[config.mk]
export PLATFORM = sky130hd
export DESIGN_NAME = trig_chain_timers
export DESIGN_NICKNAME = d
export VERILOG_FILES = /design/src/rtl/tc_pkg.sv /design/src/rtl/tc_trig_sel.sv /design/src/rtl/tc_counter.sv /design/src/rtl/tc_timer.sv /design/src/rtl/trig_chain_timers.sv
export SDC_FILE = /design/constraint.sdc
export NUM_CORES = 1
export LEC_CHECK = 0
export CORE_ASPECT_RATIO = 2
export CORE_MARGIN = 1
export CORE_UTILIZATION = 60
export CTS_CLUSTER_DIAMETER = 50
export DETAILED_ROUTE_END_ITERATION = 16
export DONT_BUFFER_PORTS = 1
export GPL_TIMING_DRIVEN = 1
export PLACE_DENSITY = 0.76
export SYNTH_ARGS = -nofsm -noshare
export SYNTH_HDL_FRONTEND = slang
export SYNTH_HIERARCHICAL = 1
export SYNTH_SLANG_ARGS = --single-unit
[constraint.sdc]
create_clock -name clk_i -period 2.03 [get_ports clk_i]
set_input_delay 0.406 -clock clk_i [delete_from_list [all_inputs] [get_ports clk_i]]
set_output_delay 0.406 -clock clk_i [all_outputs]
set_load 0.03 [all_outputs]
[src/rtl/tc_pkg.sv]
`timescale 1ns/1ps
package tc_pkg;
  localparam logic [2:0] MM_EN  = 3'b001;
  localparam logic [2:0] MM_UPD = 3'b010;
  localparam logic [2:0] TS_ITR = 3'b010;
  localparam logic [2:0] TS_CAP = 3'b100;
  localparam logic [2:0] SM_EVT = 3'b110;

  localparam logic [1:0] A_CTRL   = 2'd0;
  localparam logic [1:0] A_RELOAD = 2'd1;
  localparam logic [1:0] A_FLAG   = 2'd2;
  localparam logic [1:0] A_CNT    = 2'd3;

  typedef struct packed {
    logic       msync;
    logic [2:0] smode;
    logic [2:0] tsel;
    logic [2:0] mms;
    logic       cen;
  } ctrl_t;
endpackage

[src/rtl/tc_trig_sel.sv]
`timescale 1ns/1ps
module tc_trig_sel
  import tc_pkg::*;
(
  input  logic       clk_i,
  input  logic       rst_ni,
  input  logic [2:0] tsel_i,
  input  logic       itr_i,
  input  logic       cap_i,
  output logic       trg_o
);
  logic cap_s1, cap_s2, itr_q;

  always_ff @(posedge clk_i or negedge rst_ni) begin
    if (!rst_ni) begin
      cap_s1 <= 1'b0;
      cap_s2 <= 1'b0;
      itr_q  <= 1'b0;
    end else begin
      cap_s1 <= cap_i;
      cap_s2 <= cap_s1;
      itr_q  <= itr_i;
    end
  end

  // internal source is already in this clock domain: one register of latency
  always_comb begin
    unique case (tsel_i)
      TS_ITR:  trg_o = itr_i & ~itr_q;
      TS_CAP:  trg_o = cap_s1 & ~cap_s2;
      default: trg_o = 1'b0;
    endcase
  end

  assert_single_edge_R3: assert property (@(posedge clk_i) disable iff (!rst_ni)
    (tsel_i == TS_ITR && trg_o) |=> (tsel_i != TS_ITR || !trg_o));
  assert_no_src_R9: assert property (@(posedge clk_i) disable iff (!rst_ni)
    (tsel_i != TS_ITR && tsel_i != TS_CAP) |-> !trg_o);
endmodule

[src/rtl/tc_counter.sv]
`timescale 1ns/1ps
module tc_counter #(
  parameter int W = 16
) (
  input  logic         clk_i,
  input  logic         rst_ni,
  input  logic         en_i,
  input  logic         ld_i,
  input  logic [W-1:0] ld_val_i,
  input  logic [W-1:0] reload_i,
  output logic [W-1:0] cnt_o,
  output logic         wrap_o
);
  logic [W-1:0] cnt_q;
  logic         wrap_q;
  logic         at_top;

  assign at_top = (cnt_q == reload_i);

  always_ff @(posedge clk_i or negedge rst_ni) begin
    if (!rst_ni) begin
      cnt_q  <= '0;
      wrap_q <= 1'b0;
    end else begin
      wrap_q <= en_i && !ld_i && at_top;
      if (ld_i)      cnt_q <= ld_val_i;
      else if (en_i) cnt_q <= at_top ? '0 : cnt_q + 1'b1;
    end
  end

  assign cnt_o  = cnt_q;
  assign wrap_o = wrap_q;

  assert_step_R2: assert property (@(posedge clk_i) disable iff (!rst_ni)
    (en_i && !ld_i && !at_top) |=> (cnt_o == $past(cnt_o) + 1'b1));
  assert_wrap_R2: assert property (@(posedge clk_i) disable iff (!rst_ni)
    (en_i && !ld_i && at_top) |=> (cnt_o == '0));
  assert_load_R11: assert property (@(posedge clk_i) disable iff (!rst_ni)
    ld_i |=> (cnt_o == $past(ld_val_i)));
  assert_wrap_zero_R10: assert property (@(posedge clk_i) disable iff (!rst_ni)
    wrap_o |-> (cnt_o == '0));
endmodule

[src/rtl/tc_timer.sv]
`timescale 1ns/1ps
module tc_timer
  import tc_pkg::*;
#(
  parameter int W = 16
) (
  input  logic         clk_i,
  input  logic         rst_ni,
  input  logic         wr_i,
  input  logic [1:0]   addr_i,
  input  logic [W-1:0] data_i,
  input  logic         cap_i,
  input  logic         itr_i,
  output logic         trgo_o,
  output logic         cen_o,
  output logic [W-1:0] cnt_o,
  output logic         flag_o
);
  localparam int CTRL_W = $bits(ctrl_t);

  ctrl_t        ctrl_q;
  logic [W-1:0] reload_q;
  logic         pend_q, flag_q;
  logic         trg, acc_evt, ctrl_wr, flag_clr, cnt_ld, wrap;

  tc_trig_sel u_sel (
    .clk_i  (clk_i),
    .rst_ni (rst_ni),
    .tsel_i (ctrl_q.tsel),
    .itr_i  (itr_i),
    .cap_i  (cap_i),
    .trg_o  (trg)
  );

  assign ctrl_wr  = wr_i && addr_i == A_CTRL;
  assign flag_clr = wr_i && addr_i == A_FLAG && !data_i[0];
  assign cnt_ld   = wr_i && addr_i == A_CNT;
  assign acc_evt  = trg && ctrl_q.smode == SM_EVT;

  always_ff @(posedge clk_i or negedge rst_ni) begin
    if (!rst_ni) begin
      ctrl_q <= '0;
      pend_q <= 1'b0;
    end else if (ctrl_wr) begin
      ctrl_q <= ctrl_t'(data_i[CTRL_W-1:0]);
      pend_q <= 1'b0;
    end else begin
      if (pend_q) begin
        ctrl_q.cen <= 1'b1;
        pend_q     <= 1'b0;
      end
      // sync option: hold own start one cycle to match the slave's path latency
      if (acc_evt) begin
        if (ctrl_q.msync) pend_q     <= 1'b1;
        else              ctrl_q.cen <= 1'b1;
      end
    end
  end

  always_ff @(posedge clk_i or negedge rst_ni) begin
    if (!rst_ni)                          reload_q <= '1;
    else if (wr_i && addr_i == A_RELOAD) reload_q <= data_i;
  end

  always_ff @(posedge clk_i or negedge rst_ni) begin
    if (!rst_ni)       flag_q <= 1'b0;
    else if (trg)      flag_q <= 1'b1;
    else if (flag_clr) flag_q <= 1'b0;
  end

  tc_counter #(.W(W)) u_cnt (
    .clk_i    (clk_i),
    .rst_ni   (rst_ni),
    .en_i     (ctrl_q.cen),
    .ld_i     (cnt_ld),
    .ld_val_i (data_i),
    .reload_i (reload_q),
    .cnt_o    (cnt_o),
    .wrap_o   (wrap)
  );

  always_comb begin
    unique case (ctrl_q.mms)
      MM_EN:   trgo_o = ctrl_q.cen | pend_q;
      MM_UPD:  trgo_o = wrap;
      default: trgo_o = 1'b0;
    endcase
  end

  assign cen_o  = ctrl_q.cen;
  assign flag_o = flag_q;

  assert_evt_hold_R5: assert property (@(posedge clk_i) disable iff (!rst_ni)
    (ctrl_q.cen && !ctrl_wr) |=> ctrl_q.cen);
  assert_sync_start_R6: assert property (@(posedge clk_i) disable iff (!rst_ni)
    (pend_q && !ctrl_wr) |=> (ctrl_q.cen && !pend_q));
  assert_flag_set_R7: assert property (@(posedge clk_i) disable iff (!rst_ni)
    trg |=> flag_q);
  assert_flag_sticky_R7: assert property (@(posedge clk_i) disable iff (!rst_ni)
    (flag_q && !flag_clr) |=> flag_q);
  assert_no_evt_R8: assert property (@(posedge clk_i) disable iff (!rst_ni)
    (ctrl_q.smode != SM_EVT && !ctrl_q.cen && !pend_q && !ctrl_wr) |=> !ctrl_q.cen);
endmodule

[src/rtl/trig_chain_timers.sv]
`timescale 1ns/1ps
module trig_chain_timers #(
  parameter int N_TMR = 2,
  parameter int CNT_W = 16,
  parameter int SEL_W = (N_TMR > 1) ? $clog2(N_TMR) : 1
) (
  input  logic                        clk_i,
  input  logic                        rst_ni,
  input  logic                        wr_en_i,
  input  logic [SEL_W-1:0]            wr_sel_i,
  input  logic [1:0]                  wr_addr_i,
  input  logic [CNT_W-1:0]            wr_data_i,
  input  logic [N_TMR-1:0]            cap_i,
  output logic [N_TMR-1:0][CNT_W-1:0] cnt_o,
  output logic [N_TMR-1:0]            cen_o,
  output logic [N_TMR-1:0]            trig_flag_o
);
  logic [N_TMR-1:0] trgo;

  for (genvar i = 0; i < N_TMR; i++) begin : g_tmr
    localparam int SRC = (i + 1) % N_TMR;
    logic wr_hit;
    assign wr_hit = wr_en_i && (wr_sel_i == SEL_W'(i));

    tc_timer #(.W(CNT_W)) u_tmr (
      .clk_i  (clk_i),
      .rst_ni (rst_ni),
      .wr_i   (wr_hit),
      .addr_i (wr_addr_i),
      .data_i (wr_data_i),
      .cap_i  (cap_i[i]),
      .itr_i  (trgo[SRC]),
      .trgo_o (trgo[i]),
      .cen_o  (cen_o[i]),
      .cnt_o  (cnt_o[i]),
      .flag_o (trig_flag_o[i])
    );
  end
endmodule

# Word-level counts from Yosys, hierarchy flattened
# Index checks and enable logic that the tools add are counted.
[op_classes]
n_addsub = 2
mul = 0
n_div = 0
magnitude_cmp = 0
eq_ne = 15
shift = 0
muxes = 28
n_bitwise = 11
reduce_logical = 26
[op_table]
columns = ["op", "n"]
rows = [
  ["16-bit two-way mux", 6],
  ["16-bit by 1-bit adder with 16-bit output, second input constant", 2],
  ["16-bit == test", 2],
  ["1-bit logical AND", 18],
  ["1-bit two-way mux", 18],
  ["3-bit by 2-bit == test with 1-bit output, second input constant", 4],
  ["3-bit == test, second input constant", 4],
  ["1-bit one-hot mux with 2 select lines", 4],
  ["2-bit nonzero test", 4],
  ["3-bit by 1-bit == test with 1-bit output, second input constant", 2],
  ["1-bit NOT", 5],
  ["1-bit AND", 4],
  ["2-bit == test, second input constant", 2],
  ["1-bit logical NOT", 3],
  ["2-bit by 1-bit == test with 1-bit output, second input constant", 1],
  ["2-bit logical NOT", 1],
  ["1-bit OR", 2],
]
[word_totals]
ff_bits = 98
latch_bits = 0
ram_bits = 0
mem_bits_ro = 0
in_bits = 24
out_inout_bits = 36
elab_cells = 108
mem_count = 0

# Depth between registers and ports, before layout
[depth]
word_depth = 7
depth_mapped = 8
depth_no_buf = 8

# Hierarchy
# Netlist, hierarchy kept.
[modules_own_cells]
columns = ["mod", "n_inst", "cells_each", "area_each_um2"]
rows = [
  ["tc_counter", 2, 161, 1287.5],
  ["tc_timer", 2, 73, 1243.7],
  ["tc_trig_sel", 2, 6, 102.6],
  ["trig_chain_timers", 1, 2, 16.3],
]

# Worst setup path before layout
# Ideal clock, no wire load.
[synth_path]
path_type = "register to register"
startpoint = "reg g_tmr[0].u_tmr.u_cnt.cnt_q[0]"
endpoint = "reg g_tmr[0].u_tmr.u_cnt.cnt_q[12]"
arrival_ns = 1.947
required_ns = 1.944
setup_slack_ns = -0.002
path_stages_with_launch = 7
n_path_buf = 1
synth_period_minus_slack_ns = 2.032
cell_sequence = "dfrtp_1 -> ha_1 -> and3_1 -> clkbuf_1 -> nand4_1 -> or4b_1 -> a32oi_1"
[synth_between]
elab_chain_cells = 4
elab_cells_between_ends = 5
[synth_lines]
columns = ["item", "line_no", "text"]
rows = [
  ["start, declared", "tc_counter.sv:14", "logic [W-1:0] cnt_q;"],
  ["start signal, assigned", "tc_counter.sv:26", "if (ld_i) cnt_q <= ld_val_i;"],
  ["start signal, assigned", "tc_counter.sv:27", "else if (en_i) cnt_q <= at_top ? '0 : cnt_q + 1'b1;"],
  ["16-bit by 1-bit adder with 16-bit output or 16-bit == test (tied branches)", "tc_counter.sv:27, tc_counter.sv:18", ""],
  ["16-bit two-way mux * (2 in series)", "tc_counter.sv:27", ""],
  ["16-bit two-way mux *", "tc_counter.sv:26", ""],
]
# Every way passes the cells marked *; elsewhere a longest branch is shown, timed or not. The select of a mux whose other input is x is not followed.
# A chain may end at the register's enable or synchronous reset.

# Final worst setup path
[layout_path]
startpoint = "reg g_tmr[0].u_tmr/ctrl_q[2] (netlist bit)"
endpoint = "reg g_tmr[1].u_tmr.ctrl_q, in the netlist g_tmr[1].u_tmr/cen_o"
[layout_between]
elab_chain_cells = 7
elab_cells_between_ends = 8
[layout_lines]
columns = ["item", "line_no", "text"]
rows = [
  ["start, declared", "tc_timer.sv:21", "ctrl_t ctrl_q;"],
  ["start signal, assigned", "tc_timer.sv:45", "ctrl_q <= ctrl_t'(data_i[CTRL_W-1:0]);"],
  ["3-bit by 2-bit == test with 1-bit output or 3-bit by 1-bit == test with 1-bit output (tied branches)", "tc_timer.sv:83", "unique case (ctrl_q.mms)"],
  ["1-bit one-hot mux with 2 select lines *", "tc_timer.sv:83", ""],
  ["net trgo[0]", "trig_chain_timers.sv:18", "logic [N_TMR-1:0] trgo;"],
  ["1-bit AND *", "tc_trig_sel.sv:29", "TS_ITR: trg_o = itr_i & ~itr_q;"],
  ["1-bit one-hot mux with 2 select lines *", "tc_trig_sel.sv:28", "unique case (tsel_i)"],
  ["net g_tmr[1].u_tmr.trg", "tc_timer.sv:24", "logic trg, acc_evt, ctrl_wr, flag_clr, cnt_ld, wrap;"],
  ["1-bit logical AND *", "tc_timer.sv:38", "assign acc_evt = trg && ctrl_q.smode == SM_EVT;"],
  ["1-bit two-way mux *", "tc_timer.sv:53", "if (acc_evt) begin"],
  ["1-bit two-way mux *", "tc_timer.sv:44", "end else if (ctrl_wr) begin"],
  ["end signal, assigned", "tc_timer.sv:45", ""],
  ["end, declared", "tc_timer.sv:21", ""],
]
# Mark *: on every way through the listed nets, which the timed path passes. The rest lies on a longest branch.

==> flow_metrics.env <==
export IMPL_holdWs_ns=-0.254
export IMPL_drtAntennaViolNets=0
export IMPL_routed_wl_um=13000
export IMPL_syn_nets=508
export IMPL_grtUsageMet2_pct=49.6
export IMPL_clk_pin_slew_worst_paths_ns=0.07
export IMPL_finalClockSkew_ns=0.00492
export IMPL_fmax_mhz=517
export IMPL_drc_errors=0
export IMPL_cp_depth=7
export IMPL_synthCells=482
export IMPL_n_antenna_cell=0
export IMPL_fin_setup_tns_ns=0
export IMPL_insertion_delay_ns=0.35
export IMPL_core_area_um2=8590
export IMPL_critPathKind="reg2reg"
export IMPL_cts_tree="done"
export IMPL_cp_end_kind="flop"
export IMPL_drtIter0Drc=293
export IMPL_drv_cap=0
export IMPL_endpoint="g_tmr[1].u_tmr/cen_o$_DFF_PN0_"
export IMPL_rr_worst_depth=7
export IMPL_fp_dieH_um=135
export IMPL_groute_layer_met1_usage_pct=37.3
export IMPL_layout_common_cells="63 x dfrtp_1, 54 x buf_4, 38 x mux2_4"
export IMPL_power_leakage_nw=2.62
export IMPL_ys_seq_area_share_pct=47.2
export IMPL_p_per_area_nw_per_um2=1360
export IMPL_cts_sinks=98
export IMPL_outcome="finished with violations"
export IMPL_die_area_um2=9210
export IMPL_ctsLongestPathBuffers=2
export IMPL_design_area_um2=6030
export IMPL_wl_per_cell_um=20.9
export IMPL_critPathRequiredTime_ns=2.32
export IMPL_start_util_pct=61.5
export IMPL_syn2layout_area_growth_pct=14.0
export IMPL_hpwl_um=9260
export IMPL_track_usage_pct=30.7
export IMPL_rows=48
export IMPL_post_route_util_pct=70.2
export IMPL_slowest_delay_ns=0.48
export IMPL_grt_pass1_vias=3944
export IMPL_post_cts_setup_buffers=0
export IMPL_finalMaxSlewViolations=0
export IMPL_max_vdd_ir_drop_v=0.000867
export IMPL_max_slew_margin_pct=71.1
export IMPL_synthArstFlopShare_pct=100
export IMPL_cp_arrival_ns=2.22
export IMPL_finalSetupViolCount=0
export IMPL_synth_seq_cells=98
export IMPL_use_met3_pct=6.84
export IMPL_fin_nets=545
export IMPL_critPathLaunchType="flop"
export IMPL_grt_pass1_wl_um=20500
export IMPL_dp_cells=608
export IMPL_worstHoldPathType="in2async"
export IMPL_cts_htree_levels=3
export IMPL_worst_pin_slew_ns=0.431
export IMPL_syn_avg_cell_area_um2=11.0
export IMPL_dpl_cell_area_um2=5690
export IMPL_grt_overflow=0
export IMPL_critical_path_max_fanout=3
export IMPL_r2r_end="g_tmr[1].u_tmr/cen_o$_DFF_PN0_"
export IMPL_die_w_um=68.4
export IMPL_numCtsBuffers=9
export IMPL_viasPerCell=6.40
export IMPL_crit_start="g_tmr[0].u_tmr/ctrl_q[2]$_DFFE_PN0P_"
export IMPL_period_share_pct=95.4
export IMPL_antenna_found_initial=0
export IMPL_min_period_ns=1.94
export IMPL_vias=3996
export IMPL_synth_area_um2=5280
export IMPL_r2r_slack_ns=0.09
export IMPL_final_cells=624
export IMPL_path_buf_inv=0
export IMPL_slowest_stage="or3b_2"
export IMPL_io_buffer_count=0
export IMPL_finalHoldViolCount=98
export IMPL_place_congestion=0.842
export IMPL_synth_edf_count=0
export IMPL_violations="negative hold slack"
export IMPL_rr_startpoint="g_tmr[0].u_tmr/ctrl_q[2]$_DFFE_PN0P_"
export IMPL_busiest_layer="met2"
export IMPL_cp_common_cell="a21oi_2"
export IMPL_fillers=620
export IMPL_ys_types=44
export IMPL_yosys_warnings=6
export IMPL_grt_max_degree=99
export IMPL_synth_top_flop_cell="dfrtp_1"
export IMPL_pin_count=60
export IMPL_drive_above_1_share_pct=33.2
export IMPL_root_buffer="clkbuf_16"
export IMPL_crit_family="simple AND/OR/NAND/NOR gates"
export IMPL_first_pass_iters=4
export IMPL_layout_commonest_cell="dfrtp_1"
export IMPL_worstPathCellList="or3b_2 > a21oi_2 > nand4bb_1 > a21oi_2 > nand4b_1 > o21ai_0 > mux2_4"
## power breakdown
part | total, mW | switching, mW | internal (mW)
Combinational | 3.28 | 1.83 | 1.44
Clock | 1.76 | 0.734 | 1.02
Sequential | 3.15 | 0.574 | 2.57
Total | 8.18 | 3.14 | 5.04
## repair_timing
| action | in CTS | in global routing |
|---|---|---|
| hold endpoints to repair | 98 | 98 |
| setup endpoints to repair | 0 | 9 |
| resized for setup | 0 | 8 |
## worst reg2reg max path, stage by stage (launching register included)
cell and delay, ns:
dfrtp_1 0.40, or3b_2 0.48, a21oi_2 0.19, nand4bb_1 0.14, a21oi_2 0.20, nand4b_1 0.14
o21ai_0 0.17, mux2_4 0.16
## layout make-up
cell class	instances	area, um^2	area share (%)
multi-input cells	330	2560	42.5
flip-flops and latches	98	2500	41.4
repair buffers	56	445	7.39
clock buffers	12	256	4.26
well taps	100	125	2.08
inverters	24	90.1	1.50
clock inverters	4	51.3	0.851
## sequential cells by signal, indices dropped and copies added (netlist names)
| name | cells |
|---|---|
| g_tmr.u_tmr/reload_q | 32 |
| g_tmr.u_tmr/cen_o | 2 |
| g_tmr.u_tmr/u_cnt/wrap_o | 2 |
| g_tmr.u_tmr/pend_q | 2 |
| g_tmr.u_tmr/u_sel/cap_s1 | 2 |
| g_tmr.u_tmr/u_cnt/cnt_o | 32 |
| g_tmr.u_tmr/ctrl_q | 20 |
| g_tmr.u_tmr/u_sel/cap_s2 | 2 |
| g_tmr.u_tmr/u_sel/itr_q | 2 |
| g_tmr.u_tmr/flag_o | 2 |
## synthesized netlist by cell type, types with 4 or more instances
library cell  number  share of area (%)
dfrtp_1           66                 31
mux2_4            38                 11
nand3_1           32                3.0
nor3_1            10               0.95
nor2_1            18                1.3
nand4_1            8               0.95
dfstp_2           32                 16
nor2b_1           10                1.2
nand4b_1           6               0.99
a21oi_1           40                3.8
inv_1             22                1.6
nand2_1           22                1.6
o21ai_1           10               0.95
clkbuf_1          18                1.3
mux2_2            14                3.0
buf_2              4               0.38
and3_1             8               0.95
a32oi_1           20                3.3
or4b_1             4               0.76
xor2_1            32                5.3
nand3b_1           6               0.85
and4_1             6               0.99
nor4_1            12                1.4
buf_6              6                1.3
## worst min path at each step
stage	cells past startpoint	startpoint	slack (ns)	end
after floorplan	0	rst_ni	0.11	g_tmr[0].u_tmr/cen_o$_DFF_PN0_
after global placement	0	rst_ni	0.11	g_tmr[0].u_tmr/ctrl_q[6]$_DFFE_PN0P_
after detailed placement	0	rst_ni	0.11	g_tmr[0].u_tmr/u_cnt/cnt_o[0]$_DFFE_PN0P_
after CTS	0	rst_ni	-0.26	g_tmr[0].u_tmr/u_cnt/cnt_o[0]$_DFFE_PN0P_
after global routing	0	rst_ni	-0.27	g_tmr[0].u_tmr/u_sel/itr_q$_DFF_PN0_
final	0	rst_ni	-0.25	g_tmr[0].u_tmr/ctrl_q[3]$_DFFE_PN0P_
## cells by family after synthesis
logic type	Yosys count	share of synthesized area, %
xor gates and xnor gates	32	5.30
DFF	98	47.2
buffers and inverters	54	4.78
muxes	52	13.8
AOI/OAI and AO/OA	84	9.90
and+or+nand+nor	160	18.6
adders and majority gates	2	0.474
## per-layer routing
layer	part of all wire (%)	vias to the layer above
met5	0	-
met4	4.3	0
met3	4.6	36
met2	52	117
met1	39	2022
li1	-	1821
## metrics by stage
stage | worst slack, ns | total power, mW
2_1_floorplan | 0.00991 | 5.40
5_1_grt | -0.0103 | 8.58
6_report | 0.0940 | 8.18
3_3_place_gp | 0.0348 | 6.26
4_1_cts | 0.0111 | 8.17
3_5_place_dp | 0.0350 | 6.39
Power figures use the tool's default switching activity.
